$ cat src/rtl/rdo_pkg.sv
package rdo_pkg;
  typedef enum logic [2:0] {
    S_IDLE,
    S_ID,
    S_GAP1,
    S_DAT,
    S_GAP2,
    S_PASS,
    S_DONE
  } seq_state_t;
endpackage

$ cat src/rtl/chan_store.sv
module chan_store #(
  parameter int NCH = 128,
  parameter int DW  = 8,
  localparam int CHW = $clog2(NCH)
) (
  input  logic           clk,
  input  logic           rst_n,
  input  logic           wr_en,
  input  logic [CHW-1:0] wr_ch,
  input  logic [DW-1:0]  wr_code,
  input  logic           wr_hit,
  input  logic           read_all,
  input  logic [CHW-1:0] rd_ch,
  output logic [NCH-1:0] sel,
  output logic [DW-1:0]  rd_code
);
  logic [DW-1:0]  code_q [NCH];
  logic [NCH-1:0] hit_q;

  always_ff @(posedge clk or negedge rst_n) begin
    if (!rst_n) begin
      hit_q <= '0;
      for (int i = 0; i < NCH; i++) code_q[i] <= '0;
    end else if (wr_en) begin
      code_q[wr_ch] <= wr_code;
      hit_q[wr_ch]  <= wr_hit;
    end
  end

  for (genvar g = 0; g < NCH; g++) begin : g_sel
    assign sel[g] = hit_q[g] | read_all;
  end

  assign rd_code = code_q[rd_ch];


  write_takes_chk: assert property (@(posedge clk) disable iff (!rst_n)
    wr_en |=> (hit_q[$past(wr_ch)] == $past(wr_hit)) && (code_q[$past(wr_ch)] == $past(wr_code)));
endmodule

$ cat src/rtl/next_sel_finder.sv
module next_sel_finder #(
  parameter int NCH = 128,
  localparam int CHW = $clog2(NCH)
) (
  input  logic [NCH-1:0] sel,
  input  logic [CHW:0]   start,
  output logic           found,
  output logic [CHW-1:0] idx
);
  logic [NCH-1:0] cand;

  for (genvar g = 0; g < NCH; g++) begin : g_cand
    assign cand[g] = sel[g] && (g >= int'(start));
  end

  always_comb begin
    found = 1'b0;
    idx   = '0;
    for (int i = NCH - 1; i >= 0; i--) begin
      if (cand[i]) begin
        found = 1'b1;
        idx   = CHW'(i);
      end
    end
  end
endmodule

$ cat src/rtl/rdo_sequencer.sv
module rdo_sequencer
  import rdo_pkg::*;
#(
  parameter int NCH = 128,
  parameter int DW  = 8,
  localparam int CHW = $clog2(NCH)
) (
  input  logic           clk,
  input  logic           rst_n,
  input  logic           rd_start,
  input  logic           tok_in,
  input  logic           bus_ready,
  input  logic           found,
  input  logic [CHW-1:0] nxt_idx,
  input  logic [DW-1:0]  rd_code,
  output logic [CHW:0]   start,
  output logic [CHW-1:0] cur_ch,
  output logic [DW-1:0]  bus_data,
  output logic           bus_valid,
  output logic           bus_oe,
  output logic           tok_out
);
  seq_state_t     state_q, state_d;
  logic [CHW-1:0] ch_q, ch_d;

  assign start  = (state_q == S_GAP2) ? ({1'b0, ch_q} + 1'b1) : '0;
  assign cur_ch = ch_q;

  always_comb begin
    state_d = state_q;
    ch_d    = ch_q;
    if (rd_start) begin
      state_d = S_IDLE;
      ch_d    = '0;
    end else begin
      unique case (state_q)
        S_IDLE: if (tok_in) begin
          if (found) begin
            state_d = S_ID;
            ch_d    = nxt_idx;
          end else begin
            state_d = S_PASS;
          end
        end
        S_ID:   if (bus_ready) state_d = S_GAP1;
        S_GAP1: state_d = S_DAT;
        S_DAT:  if (bus_ready) state_d = S_GAP2;
        S_GAP2: if (found) begin
          state_d = S_ID;
          ch_d    = nxt_idx;
        end else begin
          state_d = S_PASS;
        end
        S_PASS: state_d = S_DONE;
        S_DONE: state_d = S_DONE;
        default: state_d = S_IDLE;
      endcase
    end
  end

  always_ff @(posedge clk or negedge rst_n) begin
    if (!rst_n) begin
      state_q <= S_IDLE;
      ch_q    <= '0;
    end else begin
      state_q <= state_d;
      ch_q    <= ch_d;
    end
  end

  assign bus_valid = (state_q == S_ID) || (state_q == S_DAT);
  assign bus_oe    = (state_q == S_ID) || (state_q == S_GAP1) ||
                     (state_q == S_DAT) || (state_q == S_GAP2);
  assign tok_out   = (state_q == S_PASS);

  always_comb begin
    bus_data = '0;
    if (state_q == S_ID)       bus_data = DW'(ch_q);
    else if (state_q == S_DAT) bus_data = rd_code;
  end

  // Channel-order tracker used by the ordering property below
  logic [CHW-1:0] last_ch_q;
  logic           have_last_q;
  always_ff @(posedge clk or negedge rst_n) begin
    if (!rst_n) begin
      last_ch_q   <= '0;
      have_last_q <= 1'b0;
    end else if (rd_start) begin
      have_last_q <= 1'b0;
    end else if (state_q == S_ID && bus_ready) begin
      last_ch_q   <= ch_q;
      have_last_q <= 1'b1;
    end
  end


  hold_under_stall_chk: assert property (@(posedge clk) disable iff (!rst_n)
    (bus_valid && !bus_ready && !rd_start) |=> (bus_valid && $stable(bus_data)));

  gap_after_word_chk: assert property (@(posedge clk) disable iff (!rst_n)
    (bus_valid && bus_ready) |=> !bus_valid);

  valid_inside_oe_chk: assert property (@(posedge clk) disable iff (!rst_n)
    bus_valid |-> bus_oe);

  tok_single_pulse_chk: assert property (@(posedge clk) disable iff (!rst_n)
    tok_out |-> (!bus_oe ##1 !tok_out));

  ascending_id_chk: assert property (@(posedge clk) disable iff (!rst_n)
    (state_q == S_ID && have_last_q) |-> (ch_q > last_ch_q));

  locked_after_pass_chk: assert property (@(posedge clk) disable iff (!rst_n)
    (state_q == S_DONE && !rd_start) |=> (!bus_oe && !tok_out));

  start_clears_chk: assert property (@(posedge clk) disable iff (!rst_n)
    rd_start |=> (!bus_oe && !bus_valid && !tok_out));
endmodule

$ cat src/rtl/sparse_rdo_top.sv
module sparse_rdo_top #(
  parameter int NCH = 128,
  parameter int DW  = 8,
  localparam int CHW = $clog2(NCH)
) (
  input  logic           clk,
  input  logic           rst_n,
  input  logic           wr_en,
  input  logic [CHW-1:0] wr_ch,
  input  logic [DW-1:0]  wr_code,
  input  logic           wr_hit,
  input  logic           read_all,
  input  logic           rd_start,
  input  logic           tok_in,
  output logic [DW-1:0]  bus_data,
  output logic           bus_valid,
  input  logic           bus_ready,
  output logic           bus_oe,
  output logic           tok_out
);
  logic [NCH-1:0] sel;
  logic [DW-1:0]  rd_code;
  logic [CHW:0]   start;
  logic [CHW-1:0] cur_ch, nxt_idx;
  logic           found;

  chan_store #(.NCH(NCH), .DW(DW)) store_i (
    .clk(clk), .rst_n(rst_n), .wr_en(wr_en), .wr_ch(wr_ch), .wr_code(wr_code),
    .wr_hit(wr_hit), .read_all(read_all), .rd_ch(cur_ch), .sel(sel), .rd_code(rd_code)
  );

  next_sel_finder #(.NCH(NCH)) find_i (
    .sel(sel), .start(start), .found(found), .idx(nxt_idx)
  );

  rdo_sequencer #(.NCH(NCH), .DW(DW)) seq_i (
    .clk(clk), .rst_n(rst_n), .rd_start(rd_start), .tok_in(tok_in),
    .bus_ready(bus_ready), .found(found), .nxt_idx(nxt_idx), .rd_code(rd_code),
    .start(start), .cur_ch(cur_ch), .bus_data(bus_data), .bus_valid(bus_valid),
    .bus_oe(bus_oe), .tok_out(tok_out)
  );
endmodule

$ cat config.mk
export PLATFORM = sky130hd
export DESIGN_NAME = sparse_rdo_top
export DESIGN_NICKNAME = d
export VERILOG_FILES = /design/src/rtl/rdo_pkg.sv /design/src/rtl/chan_store.sv /design/src/rtl/next_sel_finder.sv /design/src/rtl/rdo_sequencer.sv /design/src/rtl/sparse_rdo_top.sv
export SDC_FILE = /design/constraint.sdc
export NUM_CORES = 2
export LEC_CHECK = 0
export BUFFER_PORTS_ARGS = -buffer_cell sky130_fd_sc_hd__buf_2
export CORE_UTILIZATION = 50
export DETAILED_ROUTE_END_ITERATION = 10
export GPL_ROUTABILITY_DRIVEN = 0
export PLACE_DENSITY = 0.74
export SLEW_MARGIN = 20
export SYNTH_ARGS = -nofsm -noshare
export SYNTH_HDL_FRONTEND = slang
export SYNTH_SLANG_ARGS = --single-unit
$ cat constraint.sdc
create_clock -name clk -period 11.4 [get_ports clk]
set_input_delay 1.14 -clock clk [delete_from_list [all_inputs] [get_ports clk]]
set_output_delay 1.14 -clock clk [all_outputs]
set_load 0.05 [all_outputs]
==> results by group <==
Route
  – Number of nets with antenna violations after routing: 0
  – Remaining design rule violation count: 2
  – Vias per inst: 6.65
  – Initial DRC Count: 4419
  – Total via count in the routed design: 37500
  – Total Wirelength: 161000 µm
  – First-pass detailed-route iteration total: 11
  – Wire per inst: 28.5 µm

Die
  – Num rows: 124
  – I/O pin count: 34
  – Die extent in y: 341 µm
  – Die X: 341 µm
  – Placeable Area: 114000 µm²
  – Initial cell density of the core: 50.4%
  – Die area: 116000 µm²

GRT
  – Largest net degree at the start of global routing: 187
  – Gr usage total: 27.8%
  – Wire length of the first global-routing pass: 245000 µm
  – Congestion Overflow GR: 0
  – Antenna violations before repair: 7
  – Vias in the first global route: 38100

Timing
  – Unrepaired setup endpoints after global routing: false
  – Max-slew headroom at the worst pin: 16.9%
  – Count of final setup violators: 0
  – Portion of the clock cycle consumed by the worst path in the final layout: 62.9%
  – Final max-slew violation count: 0
  – Maximum clock skew at final layout: 0.0308 ns
  – Sum of negative setup slack: 0 ns
  – Slew at the pin with the worst max-slew slack: 1.24 ns
  – Max frequency: 0.139 GHz
  – Tmin final: 7.17 ns
  – Final number of hold-violating endpoints: 0

Setup path
  – Highest cell delay on the worst timing path: 0.89 ns
  – Worst Setup Start Kind: register
  – Launch point of the critical path: seq_i.cur_ch[0]$_DFFE_PN0P_
  – Critical Path End Type: output port
  – Slowest CP cell: sky130_fd_sc_hd__dfrtp_4
  – Arrival @ worst endpoint: 6.03 ns
  – Critical register-to-register path startpoint: seq_i.cur_ch[1]$_DFFE_PN0P_
  – Worst setup path category: register to output port
  – Most Frequent Cell on Critical Path: sky130_fd_sc_hd__mux4_2
  – WP data required: 10.26 ns
  – Cell-by-cell listing of the critical path: buf_4 -> buf_4 -> mux4_2 -> mux4_2 -> mux4_2 -> mux2i_1 -> o21ai_0 -> buf_2
  – Worst-path fanout max: 47

Clocking
  – Number of CTS-inserted buffers: 111
  – Root buffer cell: sky130_fd_sc_hd__clkbuf_16
  – Clock sink count: 1162
  – Post-cts sizing count: 0
  – Post CTS Setup Buffer Count: 0
  – CTS tree: built
  – Clk buf depth: 3
  – Clock transition time at the flip-flop clock pins of the worst setup and hold paths: 0.06 ns
  – Htree depth: 3
  – Clock network latency to the later pin of the worst-skew pair: 0.72 ns
  – Hold_buf cts: 0

Placement
  – Port buffer count: 33
  – Dpl hpwl: 102000 µm
  – Total placed instance area: 59200 µm²

Cells and area
  – P&R area growth vs syn: 9.86%
  – Share of cells above drive strength 1: 45.5%
  – Core occupancy in the finished layout: 55.4%
  – Total Nets Final: 4058
  – Final instance area: 63200 µm²

Power and ir drop
  – Power density over the cells: 159 nW/µm²
  – Highest ir drop seen on vdd: 123 µV
  – Leakage: 28.6 nW

Yosys
  – Flip-flop and latch count after synthesis: 1162
  – Synthesis Warnings: 0
  – Gate count after technology mapping: 4103
  – Synthesized Nets: 4132
  – Post-synth EDFFs: 0
  – Share of the synthesized area in the top cell type: 50.5%
  – Sequential cell area fraction in the yosys report: 50.5%
  – Syn Std Cell Area: 57600 µm²
  – Synth area leader: sky130_fd_sc_hd__dfrtp_1
  – Most repeated cell in the gate-level netlist after synthesis: sky130_fd_sc_hd__dfrtp_1
  – Number of library cell types mapped by synthesis: 107
  – Area contributors post-synth: sky130_fd_sc_hd__dfrtp_1, sky130_fd_sc_hd__mux2_2, sky130_fd_sc_hd__mux4_2
  – Synth async-reset ratio: 100%
  – Top post-synthesis cells by count: sky130_fd_sc_hd__dfrtp_1, sky130_fd_sc_hd__mux2_2, sky130_fd_sc_hd__mux4_2
  – Syn avg cell area: 14.0 µm²
  – Leading register cell type out of synthesis: sky130_fd_sc_hd__dfrtp_1

Run status
  – Status: finished with violations
  – Violations in the final reports: DRC

Flow run
  – Maxcap violations: 0

Hold path
  – Hold/Removal Path Class: input port to asynchronous set/reset pin
## power by group
group / internal (mW) / switching [mW] / leakage [nW] / total [mW]
Combinational: 0.667 / 0.766 / 10.9 / 1.43
Sequential: 4.46 / 0.211 / 15.8 / 4.68
Clock: 2.33 / 1.64 / 1.94 / 3.97
## cell type report
type / instances / area, µm²
tap: 1512 / 1890
sequential: 1162 / 29100
antenna: 4 / 10.0
inverter: 15 / 56.3
clock buffer: 162 / 3300
multi-input combinational: 2620 / 27300
clock inverter: 46 / 664
timing repair buffer: 119 / 936
fill: 9046 / 51000
## registers in the layout, indices dropped and copies added (netlist names)
register,count
store_i.code_q,1024
store_i.hit_q,128
seq_i.cur_ch,7
seq_i.state_q,3
## cells in the final DEF (no fill, tap or decap), types with 12 or more instances in the layout
cell type,synthesis,routed
sky130_fd_sc_hd__clkinv_2,0,19
sky130_fd_sc_hd__clkbuf_1,215,19
sky130_fd_sc_hd__nand2b_1,18,18
sky130_fd_sc_hd__mux4_2,333,333
sky130_fd_sc_hd__a311oi_1,12,12
sky130_fd_sc_hd__buf_2,39,22
sky130_fd_sc_hd__a211oi_1,25,25
sky130_fd_sc_hd__nand3_1,28,28
sky130_fd_sc_hd__nor2b_1,16,16
sky130_fd_sc_hd__nor3_1,67,64
sky130_fd_sc_hd__or3_1,13,13
sky130_fd_sc_hd__dfrtp_1,1162,1158
sky130_fd_sc_hd__clkbuf_8,0,31
sky130_fd_sc_hd__clkbuf_16,0,112
sky130_fd_sc_hd__nand2_1,167,167
sky130_fd_sc_hd__o22ai_1,40,40
sky130_fd_sc_hd__a21oi_1,102,102
sky130_fd_sc_hd__or2_2,21,21
sky130_fd_sc_hd__o32ai_1,15,15
sky130_fd_sc_hd__mux2_2,1156,1156
sky130_fd_sc_hd__o21ai_0,83,83
sky130_fd_sc_hd__nor2_1,204,200
sky130_fd_sc_hd__inv_1,14,13
sky130_fd_sc_hd__and3_1,14,14
sky130_fd_sc_hd__o221ai_1,12,12
sky130_fd_sc_hd__bufinv_16,0,14
sky130_fd_sc_hd__o211ai_1,16,16
sky130_fd_sc_hd__buf_4,6,88
sky130_fd_sc_hd__nand4_1,12,12
sky130_fd_sc_hd__a31oi_1,21,21
## cells by family (layout without fill, tap and decap cells)
kind of cell,Yosys count,after routing,synth area share [%]
muxes,1499,1499,35.8
DFF,1162,1162,50.5
and+or+nand+nor,640,640,5.45
AOI/OAI and AO/OA,471,471,5.73
buffers and inverters,321,342,2.27
adders and majority gates,6,6,0.130
xor gates and xnor gates,4,4,0.0870
other,0,4,0
## layer usage
layer,track usage [%],part of all wire [%]
met5,0.613,0.13
met4,9.96,3.9
met3,7.77,10
met2,42.0,45
met1,38.5,41
## final timing paths
| path | to | slack [ns] | cells after the start |
|---|---|---|---|
| worst max-delay path | bus_data[1] | 4.23 | 8 |
| worst min-delay path | store_i.code_q[852]$_DFFE_PN0P_ | 0.48 | 1 |
| worst max register to register | seq_i.cur_ch[3]$_DFFE_PN0P_ | 5.33 | 11 |
| worst min register to register | store_i.code_q[741]$_DFFE_PN0P_ | 0.50 | 1 |
| max in group asynchronous | store_i.code_q[309]$_DFFE_PN0P_ | 8.51 | 3 |
| min in group clk | store_i.code_q[741]$_DFFE_PN0P_ | 0.50 | 1 |
## worst max-delay path, delay by kind of cell, from the launching register on
kind	cells	cell delay (ns)
AOI/OAI and AO/OA	1	0.17
buffers and inverters	3	1.84
muxes	4	2.24
DFF	1	0.89
## through the flow
| stage | power (mW) | hold WS (ns) | setup slack (ns) | instances |
|---|---|---|---|---|
| 2_1_floorplan | 5.70 | 0.471 | 6.58 | 4103 |
| 3_3_place_gp | 6.10 | 0.480 | 5.01 | 5427 |
| 3_5_place_dp | 6.16 | 0.488 | 5.01 | 5427 |
| 4_1_cts | 10.1 | 0.501 | 4.26 | 5635 |
| 5_1_grt | 10.4 | 0.507 | 3.91 | 5637 |
| 6_report | 10.1 | 0.481 | 4.23 | 5640 |
Note: power is estimated with default switching activity, not from simulation.
